**src/rtl/epp_rd_pkg.sv**
```systemverilog
package epp_rd_pkg;
  typedef enum logic [1:0] {
    ST_IDLE = 2'd0,
    ST_ARM  = 2'd1,
    ST_STB  = 2'd2,
    ST_HOLD = 2'd3
  } rd_state_e;
endpackage

```
**src/rtl/epp_rd_sync.sv**
```systemverilog
module epp_rd_sync #(
  parameter int W = 1,
  parameter int STAGES = 2,
  parameter logic [W-1:0] RST_VAL = '0
) (
  input  logic         clk,
  input  logic         rst_n,
  input  logic [W-1:0] d,
  output logic [W-1:0] q
);
  logic [W-1:0] stg [STAGES];

  for (genvar i = 0; i < STAGES; i++) begin : g_stage
    if (i == 0) begin : g_first
      always_ff @(posedge clk or negedge rst_n)
        if (!rst_n) stg[i] <= RST_VAL;
        else        stg[i] <= d;
    end else begin : g_rest
      always_ff @(posedge clk or negedge rst_n)
        if (!rst_n) stg[i] <= RST_VAL;
        else        stg[i] <= stg[i-1];
    end
  end

  assign q = stg[STAGES-1];
endmodule

```
**src/rtl/epp_rd_wdog.sv**
```systemverilog
module epp_rd_wdog #(
  parameter int WDW = 16
) (
  input  logic           clk,
  input  logic           rst_n,
  input  logic           run,
  input  logic [WDW-1:0] limit,
  output logic           expire
);
  localparam int CW = WDW + 1;

  logic [WDW-1:0] cnt;
  logic [CW-1:0]  cnt_nxt;

  assign cnt_nxt = {1'b0, cnt} + CW'(1);
  assign expire  = run && (cnt_nxt >= {1'b0, limit});

  always_ff @(posedge clk or negedge rst_n)
    if (!rst_n)               cnt <= '0;
    else if (!run || expire)  cnt <= '0;
    else                      cnt <= cnt_nxt[WDW-1:0];
endmodule

```
**src/rtl/epp_rd_fsm.sv**
```systemverilog
module epp_rd_fsm
  import epp_rd_pkg::*;
#(
  parameter int DW = 8
) (
  input  logic          clk,
  input  logic          rst_n,
  input  logic          host_act,
  input  logic          host_sel_addr,
  input  logic          wait_s,
  input  logic [DW-1:0] data_s,
  input  logic          expire,
  output logic          wd_run,
  output logic          host_rdy,
  output logic [DW-1:0] host_dout,
  output logic          p_oe,
  output logic          p_dir,
  output logic          p_write_n,
  output logic          p_dstb_n,
  output logic          p_astb_n,
  output logic          tmo_flag
);
  rd_state_e     state;
  logic          act_q;
  logic          start;
  logic          addr_q;
  logic          rd_cfg;
  logic [DW-1:0] data_q;

  // a new access is only a fresh assertion of the host strobe
  assign start  = (state == ST_IDLE) && host_act && !act_q;
  assign wd_run = (state == ST_ARM) || (state == ST_STB);

  always_ff @(posedge clk or negedge rst_n) begin
    if (!rst_n) begin
      state    <= ST_IDLE;
      act_q    <= 1'b0;
      addr_q   <= 1'b0;
      data_q   <= '0;
      tmo_flag <= 1'b0;
    end else begin
      act_q <= host_act;
      unique case (state)
        ST_IDLE: if (start) begin
          state  <= ST_ARM;
          addr_q <= host_sel_addr;
        end
        ST_ARM: begin
          if (expire) begin
            state    <= ST_IDLE;
            tmo_flag <= 1'b1;
          end else if (!wait_s) begin
            state <= ST_STB;
          end
        end
        ST_STB: begin
          if (expire) begin
            state    <= ST_IDLE;
            tmo_flag <= 1'b1;
          end else if (wait_s) begin
            state  <= ST_HOLD;
            data_q <= data_s;
          end
        end
        ST_HOLD: if (!host_act) state <= ST_IDLE;
        default: state <= ST_IDLE;
      endcase
    end
  end

  // inbound bus setting: taken at start, dropped once the peripheral is idle again
  always_ff @(posedge clk or negedge rst_n)
    if (!rst_n)
      rd_cfg <= 1'b0;
    else if (start)
      rd_cfg <= 1'b1;
    else if ((state == ST_IDLE || state == ST_HOLD) && !wait_s)
      rd_cfg <= 1'b0;

  assign p_oe      = !rd_cfg;
  assign p_dir     = rd_cfg;
  assign p_write_n = rd_cfg;

  assign p_dstb_n  = !((state == ST_STB) && !addr_q);
  assign p_astb_n  = !((state == ST_STB) &&  addr_q);

  assign host_rdy  = ((state == ST_IDLE) && !start) || (state == ST_HOLD);
  assign host_dout = (state == ST_HOLD) ? data_q : '0;
endmodule

```
**src/rtl/epp_rd_engine.sv**
```systemverilog
module epp_rd_engine #(
  parameter int DW  = 8,
  parameter int WDW = 16,
  parameter int SYNC_STAGES = 2
) (
  input  logic           clk,
  input  logic           rst_n,
  input  logic [WDW-1:0] wd_limit,
  input  logic           host_sel,
  input  logic           host_sel_addr,
  input  logic           host_rd_n,
  output logic           host_rdy,
  output logic [DW-1:0]  host_dout,
  input  logic [DW-1:0]  p_din,
  output logic           p_oe,
  output logic           p_dir,
  output logic           p_write_n,
  output logic           p_dstb_n,
  output logic           p_astb_n,
  input  logic           p_wait_n,
  output logic           tmo_flag
);
  localparam int SW = DW + 1;
  localparam logic [SW-1:0] SYNC_RST = {1'b1, {DW{1'b0}}};

  logic [SW-1:0] sync_q;
  logic          wait_s;
  logic [DW-1:0] data_s;
  logic          wd_run;
  logic          expire;
  logic          host_act;

  assign host_act = host_sel && !host_rd_n;

  epp_rd_sync #(.W(SW), .STAGES(SYNC_STAGES), .RST_VAL(SYNC_RST)) u_sync (
    .clk   (clk),
    .rst_n (rst_n),
    .d     ({p_wait_n, p_din}),
    .q     (sync_q)
  );

  assign wait_s = sync_q[DW];
  assign data_s = sync_q[DW-1:0];

  epp_rd_wdog #(.WDW(WDW)) u_wdog (
    .clk    (clk),
    .rst_n  (rst_n),
    .run    (wd_run),
    .limit  (wd_limit),
    .expire (expire)
  );

  epp_rd_fsm #(.DW(DW)) u_fsm (
    .clk           (clk),
    .rst_n         (rst_n),
    .host_act      (host_act),
    .host_sel_addr (host_sel_addr),
    .wait_s        (wait_s),
    .data_s        (data_s),
    .expire        (expire),
    .wd_run        (wd_run),
    .host_rdy      (host_rdy),
    .host_dout     (host_dout),
    .p_oe          (p_oe),
    .p_dir         (p_dir),
    .p_write_n     (p_write_n),
    .p_dstb_n      (p_dstb_n),
    .p_astb_n      (p_astb_n),
    .tmo_flag      (tmo_flag)
  );
endmodule

```
**config.mk**
```make
export PLATFORM = sky130hd
export DESIGN_NAME = epp_rd_engine
export DESIGN_NICKNAME = d
export VERILOG_FILES = /design/src/rtl/epp_rd_pkg.sv /design/src/rtl/epp_rd_sync.sv /design/src/rtl/epp_rd_wdog.sv /design/src/rtl/epp_rd_fsm.sv /design/src/rtl/epp_rd_engine.sv
export SDC_FILE = /design/constraint.sdc
export NUM_CORES = 1
export LEC_CHECK = 0
export CORE_MARGIN = 1.5
export CORE_UTILIZATION = 68
export DETAILED_ROUTE_END_ITERATION = 12
export DONT_BUFFER_PORTS = 1
export GPL_ROUTABILITY_DRIVEN = 0
export PLACE_DENSITY = 0.87
export SLEW_MARGIN = 10
export SYNTH_ARGS = -nofsm -noshare
export SYNTH_HDL_FRONTEND = slang
export SYNTH_HIERARCHICAL = 1
export SYNTH_SLANG_ARGS = --single-unit
```
**constraint.sdc**
```tcl
create_clock -name clk -period 8.85 [get_ports clk]
set_input_delay 0.885 -clock clk [delete_from_list [all_inputs] [get_ports clk]]
set_output_delay 0.885 -clock clk [all_outputs]
set_load 0.1 [all_outputs]
```
Yosys cells after proc, flatten, opt, wreduce, memory -nomap -nowiden

Index checks and enable logic that the tools add are counted.

Output and inout port bits: 15
Bits of input ports: 30
Register bits after elaboration: 48

Add/sub/neg operators: 1
Eq/ne operators: 7
Muxes and demuxes: 11
Bitwise gates (word level): 1
Reduce and logical (&&, ||, !) cells: 28
Order comparisons: 1

Operators by type and width:

| cell                                                   | number |
|---|---|
| adder 16 x 1 -> 17 bit (second input constant)         | 1 |
| >= comparator 17 x 16 -> 1 bit                         | 1 |
| two-way mux 16 bit                                     | 1 |
| two-way mux 2 bit                                      | 6 |
| logical NOT 1 bit                                      | 9 |
| logical AND 1 bit                                      | 8 |
| two-way mux 8 bit                                      | 1 |
| case mux 2 bit (4 select lines)                        | 1 |
| inequality test 3 bit (second input constant)          | 2 |
| == test 2 bit (second input constant)                  | 2 |
| logical OR 1 bit                                       | 4 |
| AND reduction 2 bit                                    | 2 |
| AND reduction 4 bit                                    | 1 |
| AND reduction 3 bit                                    | 1 |
| == test 2 x 1 -> 1 bit (second input constant)         | 1 |
| logical NOT 2 bit                                      | 1 |
| two-way mux 1 bit                                      | 2 |
| inequality test 2 x 1 -> 1 bit (second input constant) | 1 |
| inequality test 2 bit (second input constant)          | 1 |
| nonzero test 2 bit                                     | 1 |
| OR reduction 2 bit                                     | 1 |
| NOT 1 bit                                              | 1 |

Logic depth before layout (Yosys ltp)

Depth after elaboration: 7
Mapped depth: 13
Mapped depth without buffers: 13

Cells and area by module

The synthesis kept the hierarchy.

Modules (own cells, without submodules):

| module        | cells each | seq. area each (um2) | area each (um2) | times used |
|---|---|---|---|---|
| epp_rd_wdog   | 134        | 400.4                | 1,317.5         | 1 |
| epp_rd_fsm    | 60         | 350.3                | 699.4           | 1 |
| epp_rd_sync   | 27         | 452.9                | 520.5           | 1 |
| epp_rd_engine | 1          | 0.0                  | 13.8            | 1 |

Least setup slack after synthesis

OpenSTA, ideal clock, no wires.

Path type: input -> output
Start point: input host_sel
End point: output host_rdy
Required time: 7.965 ns
Stages on the path: 3
Arrival time: 2.579 ns
Slack: 5.386 ns
Path through: nor2b_4 and2b_1 o21bai_1

Longest elaborated chain between the ends: 6

RTL lines:

| what                            | RTL line            | text |
|---|---|---|
| from (decl)                     | epp_rd_engine.sv:9  | `input logic host_sel,` |
| logical AND 1 bit               | epp_rd_engine.sv:33 | `assign host_act = host_sel && !host_rd_n;` |
| logical AND 1 bit (2 in series) | epp_rd_fsm.sv:31    | `assign start = (state == ST_IDLE) && host_act && !act_q;` |
| logical NOT 1 bit               | epp_rd_fsm.sv:87    | `assign host_rdy = ((state == ST_IDLE) && !start) \|\| (state == ST_HOLD);` |
| logical AND 1 bit               | epp_rd_fsm.sv:87    |  |
| logical OR 1 bit                | epp_rd_fsm.sv:87    |  |
| to (decl)                       | epp_rd_engine.sv:12 | `output logic host_rdy,` |

No other way between the ends.

Final worst setup path

Start point: register u_wdog.cnt[0]
End point: register u_fsm.data_q[0]

Longest elaborated chain between the ends: 5

RTL lines:

| what                           | RTL line            | text |
|---|---|---|
| from (decl)                    | epp_rd_wdog.sv:12   | `logic [WDW-1:0] cnt;` |
| from (signal assigned)         | epp_rd_wdog.sv:21   | `else cnt <= cnt_nxt[WDW-1:0];` |
| adder 16 x 1 -> 17 bit         | epp_rd_wdog.sv:15   | `assign cnt_nxt = {1'b0, cnt} + CW'(1);` |
| >= comparator 17 x 16 -> 1 bit | epp_rd_wdog.sv:16   | `assign expire = run && (cnt_nxt >= {1'b0, limit});` |
| logical AND 1 bit              | epp_rd_wdog.sv:16   |  |
| net expire                     | epp_rd_engine.sv:30 | `logic expire;` |
| NOT 1 bit (no line)            | --                  |  |
| AND reduction 3 bit (no line)  | --                  |  |
| to (signal assigned)           | epp_rd_fsm.sv:62    | `data_q <= data_s;` |
| to (decl)                      | epp_rd_fsm.sv:28    | `logic [DW-1:0] data_q;` |

The timed path passes the listed nets, and every way through them passes these cells.
A chain may end at the register's enable or synchronous reset.

==> flow_metrics.tcl <==
set metrics [dict create \
    outcome "finished clean" \
    finalNonFillerCells 265 \
    ys_seq_area_frac 0.472 \
    cts_setup_buffers 0 \
    post_cts_resized 0 \
    diodes 0 \
    detail-route-antenna-nets 0 \
    peakVddDrop_v 0.000204 \
    coreArea_sq_mm 0.00363 \
    fin_skew_ns 0.00449 \
    fin_setup_tns_ns 0 \
    layout-drive-gt1-share 0.203 \
    worstPathMaxFanout 17 \
    io_pins 45 \
    syn_nets 273 \
    numPortBuffers 0 \
    layout_min_cycle_time_ns 3.84 \
    ys_ff_latch 48 \
    intPower_uw 419 \
    cts_made_buffers 5 \
    die_w_microns 64.3 \
    first_pass_iters 4 \
    total_leakage_power_nw 1.26 \
    required_ns 9.04 \
    vias 1511 \
    maxSlewViolCount 0 \
    postCtsHoldBufs 0 \
    critPathLaunchType "register" \
    synth.distinct_cells 44 \
    area_growth_pct 3.48 \
    root_buffer "clkbuf_8" \
    netlist_area_sq_mm 0.00255 \
    cap_viol_max_count 0 \
    grt-ovfl-total 0 \
    drc 0 \
    timing.fmax_mhz 260 \
    fin_crit_sh 0.434 \
    synthCells 222 \
    die_h_microns 64.3 \
    fin_nets 267 \
    rsz0062_at_grt "false" \
    dp.final_hpwl_microns 2970 \
    critPathArrivalTime_ns 4.03 \
    dpl.cell_count 257 \
    rows 22 \
    maxSlewHeadroom 0.278 \
    grt_pass1_vias 1495 \
    grt_pass1_wl_microns 6870 \
    yosys.area.top_type_share 0.451 \
    numClockSinks 48 \
    p_switching_uw 349 \
    final_common_cell "dfrtp_1" \
    p_seq_frac 0.408 \
    mostFrequentLayoutCells "dfrtp_1, inv_1, ha_1" \
    postSynthAreaPerCell_sq_um 11.5 \
    combPwrFrac 0.382 \
    synth_area_leaders "dfrtp_1, ha_1, mux2_2" \
    clk_pin_slew_worst_paths_ns 0.08 \
    avgViaCountPerCell 5.70 \
    hold_slack_ns 0.269 \
    cts_tree "yes" \
    track_usage 0.223 \
    totalPowerFinal_uw 768 \
    drt_iter0_drc 160 \
    path_class "reg2reg" \
    dieArea_sq_mm 0.00413 \
    sw_frac_of_total 0.455 \
    hold_viol_final 0 \
    placement.cell_area_sq_mm 0.00252 \
    finalWirelength_microns 4000 \
    ys_warn_count 6 \
    worst_pin_slew_ns 1.08 \
    clockPowerShare 0.210 \
    start_util 0.702 \
    setup_violations 0 \
    fin_area_sq_mm 0.00264 \
    ctsHtreeMaxLevel 2 \
    hold_class "in2async" \
    clockBufferDepth 2 \
    drt-wirelength-per-cell_microns 15.1 \
    grt_start_max_net_pins 49 \
    clkLatencyLatePin_ns 0.30 \
    synth_largest_area_cell "dfrtp_1" \
    cp-end-kind "register" \
    p_per_area_mw_per_mm2 291 \
    antenna_found_initial 0 \
]
## power by group through the flow
stage                     logic [mW]  registers, mW  clock network (mW)
final                          0.293          0.314               0.162
after floorplan                0.280          0.294                   0
after detailed placement       0.289          0.318                   0
after global placement         0.281          0.316                   0
after CTS                      0.294          0.314               0.167
after global routing           0.311          0.320               0.176
## per-layer routing
metal	vias up	track usage	routed length, microns	share of wire
met4	0	0.0878	61	0.015
met5	-	0	0	0
li1	721	-	-	-
met2	42	0.354	2000	0.50
met1	739	0.289	1730	0.43
met3	9	0.0634	210	0.053
## cells by family after synthesis
| kind of cell | after synthesis | share of synthesized area |
|---|---|---|
| DFF | 48 | 0.472 |
| adders and majority gates | 21 | 0.103 |
| AOI/OAI and AO/OA | 23 | 0.0662 |
| buffers and inverters | 39 | 0.0765 |
| xor gates and xnor gates | 14 | 0.0510 |
| and+or+nand+nor | 67 | 0.188 |
| muxes | 10 | 0.0437 |
## registers in the layout (all words and copies together) (netlist names)
signal and cells:
u_fsm/act_q 1, u_fsm/addr_q 1, u_wdog/cnt 16, u_sync/q 9
u_fsm/state 2, u_fsm/tmo_flag 1, u_sync/stg 9, u_fsm/data_q 8
u_fsm/p_dir 1
## path summary, 6_finish.rpt
check	slack (ns)	end	cells past startpoint	from
setup reg to reg	5.01	u_fsm/data_q[0]$_DFFE_PN0P_	13	u_wdog/cnt[0]$_DFF_PN0_
hold reg to reg	0.35	u_sync/q[6]$_DFF_PN0_	0	u_sync/stg[15]$_DFF_PN0_
max in group asynchronous	8.40	u_sync/stg[17]$_DFF_PN1_	0	rst_n
hold / removal	0.27	u_sync/q[3]$_DFF_PN0_	0	rst_n
setup / recovery	5.01	u_fsm/data_q[0]$_DFFE_PN0P_	13	u_wdog/cnt[0]$_DFF_PN0_
min in group clk	0.35	u_sync/q[6]$_DFF_PN0_	0	u_sync/stg[15]$_DFF_PN0_
## Yosys cell counts, drive strengths merged
| cell | instances |
|---|---|
| or3 | 1 |
| xnor2 | 11 |
| buf | 11 |
| dfrtp | 46 |
| nand2 | 16 |
| xor2 | 3 |
| and2 | 9 |
| nor4 | 1 |
| o221ai | 1 |
| clkbuf | 2 |
| o221a | 1 |
| nand4 | 4 |
| and3 | 1 |
| inv | 26 |
| nor2 | 3 |
| o22ai | 1 |
| mux2 | 9 |
| nor3 | 6 |
| o21ai | 3 |
| dfstp | 2 |
| nand3b | 1 |
| o211ai | 1 |
| nand2b | 1 |
| o32ai | 1 |
| o21a | 1 |
| a21oi | 11 |
| o21bai | 1 |
| ha | 21 |
| a221oi | 1 |
| mux2i | 1 |
| nand3 | 8 |
| nor2b | 1 |
| and2b | 1 |
| nor3b | 14 |
| a21o | 1 |
## stage by stage
stage	setup WS (ns)	util
floorplan	5.39	-
global placement	5.16	0.693
detailed placement	5.03	0.693
CTS	5.01	0.727
global route	4.78	0.727
finish	5.01	0.727
## area by class of cell
| cell class | instances | area, sq um |
|---|---|---|
| fill | 244 | 993 |
| multi-input combinational | 135 | 1160 |
| clock inverter | 2 | 38.8 |
| tap | 48 | 60.1 |
| inverter | 26 | 97.6 |
| sequential | 48 | 1200 |
| clock buffer | 6 | 82.6 |
## worst max-delay path: stages, from the launching register on
cell      delay [ns]
dfrtp_1         0.43
ha_1            0.22
inv_1           0.09
nor3_4          0.29
nand2_1         0.10
xnor2_1         0.15
ha_1            0.33
nand4_2         0.16
nor4_4          0.33
a21oi_2         0.11
o211ai_4        0.55
and2_2          0.30
nand3b_2        0.26
mux2_2          0.37
(Power assumes the default switching activity.)
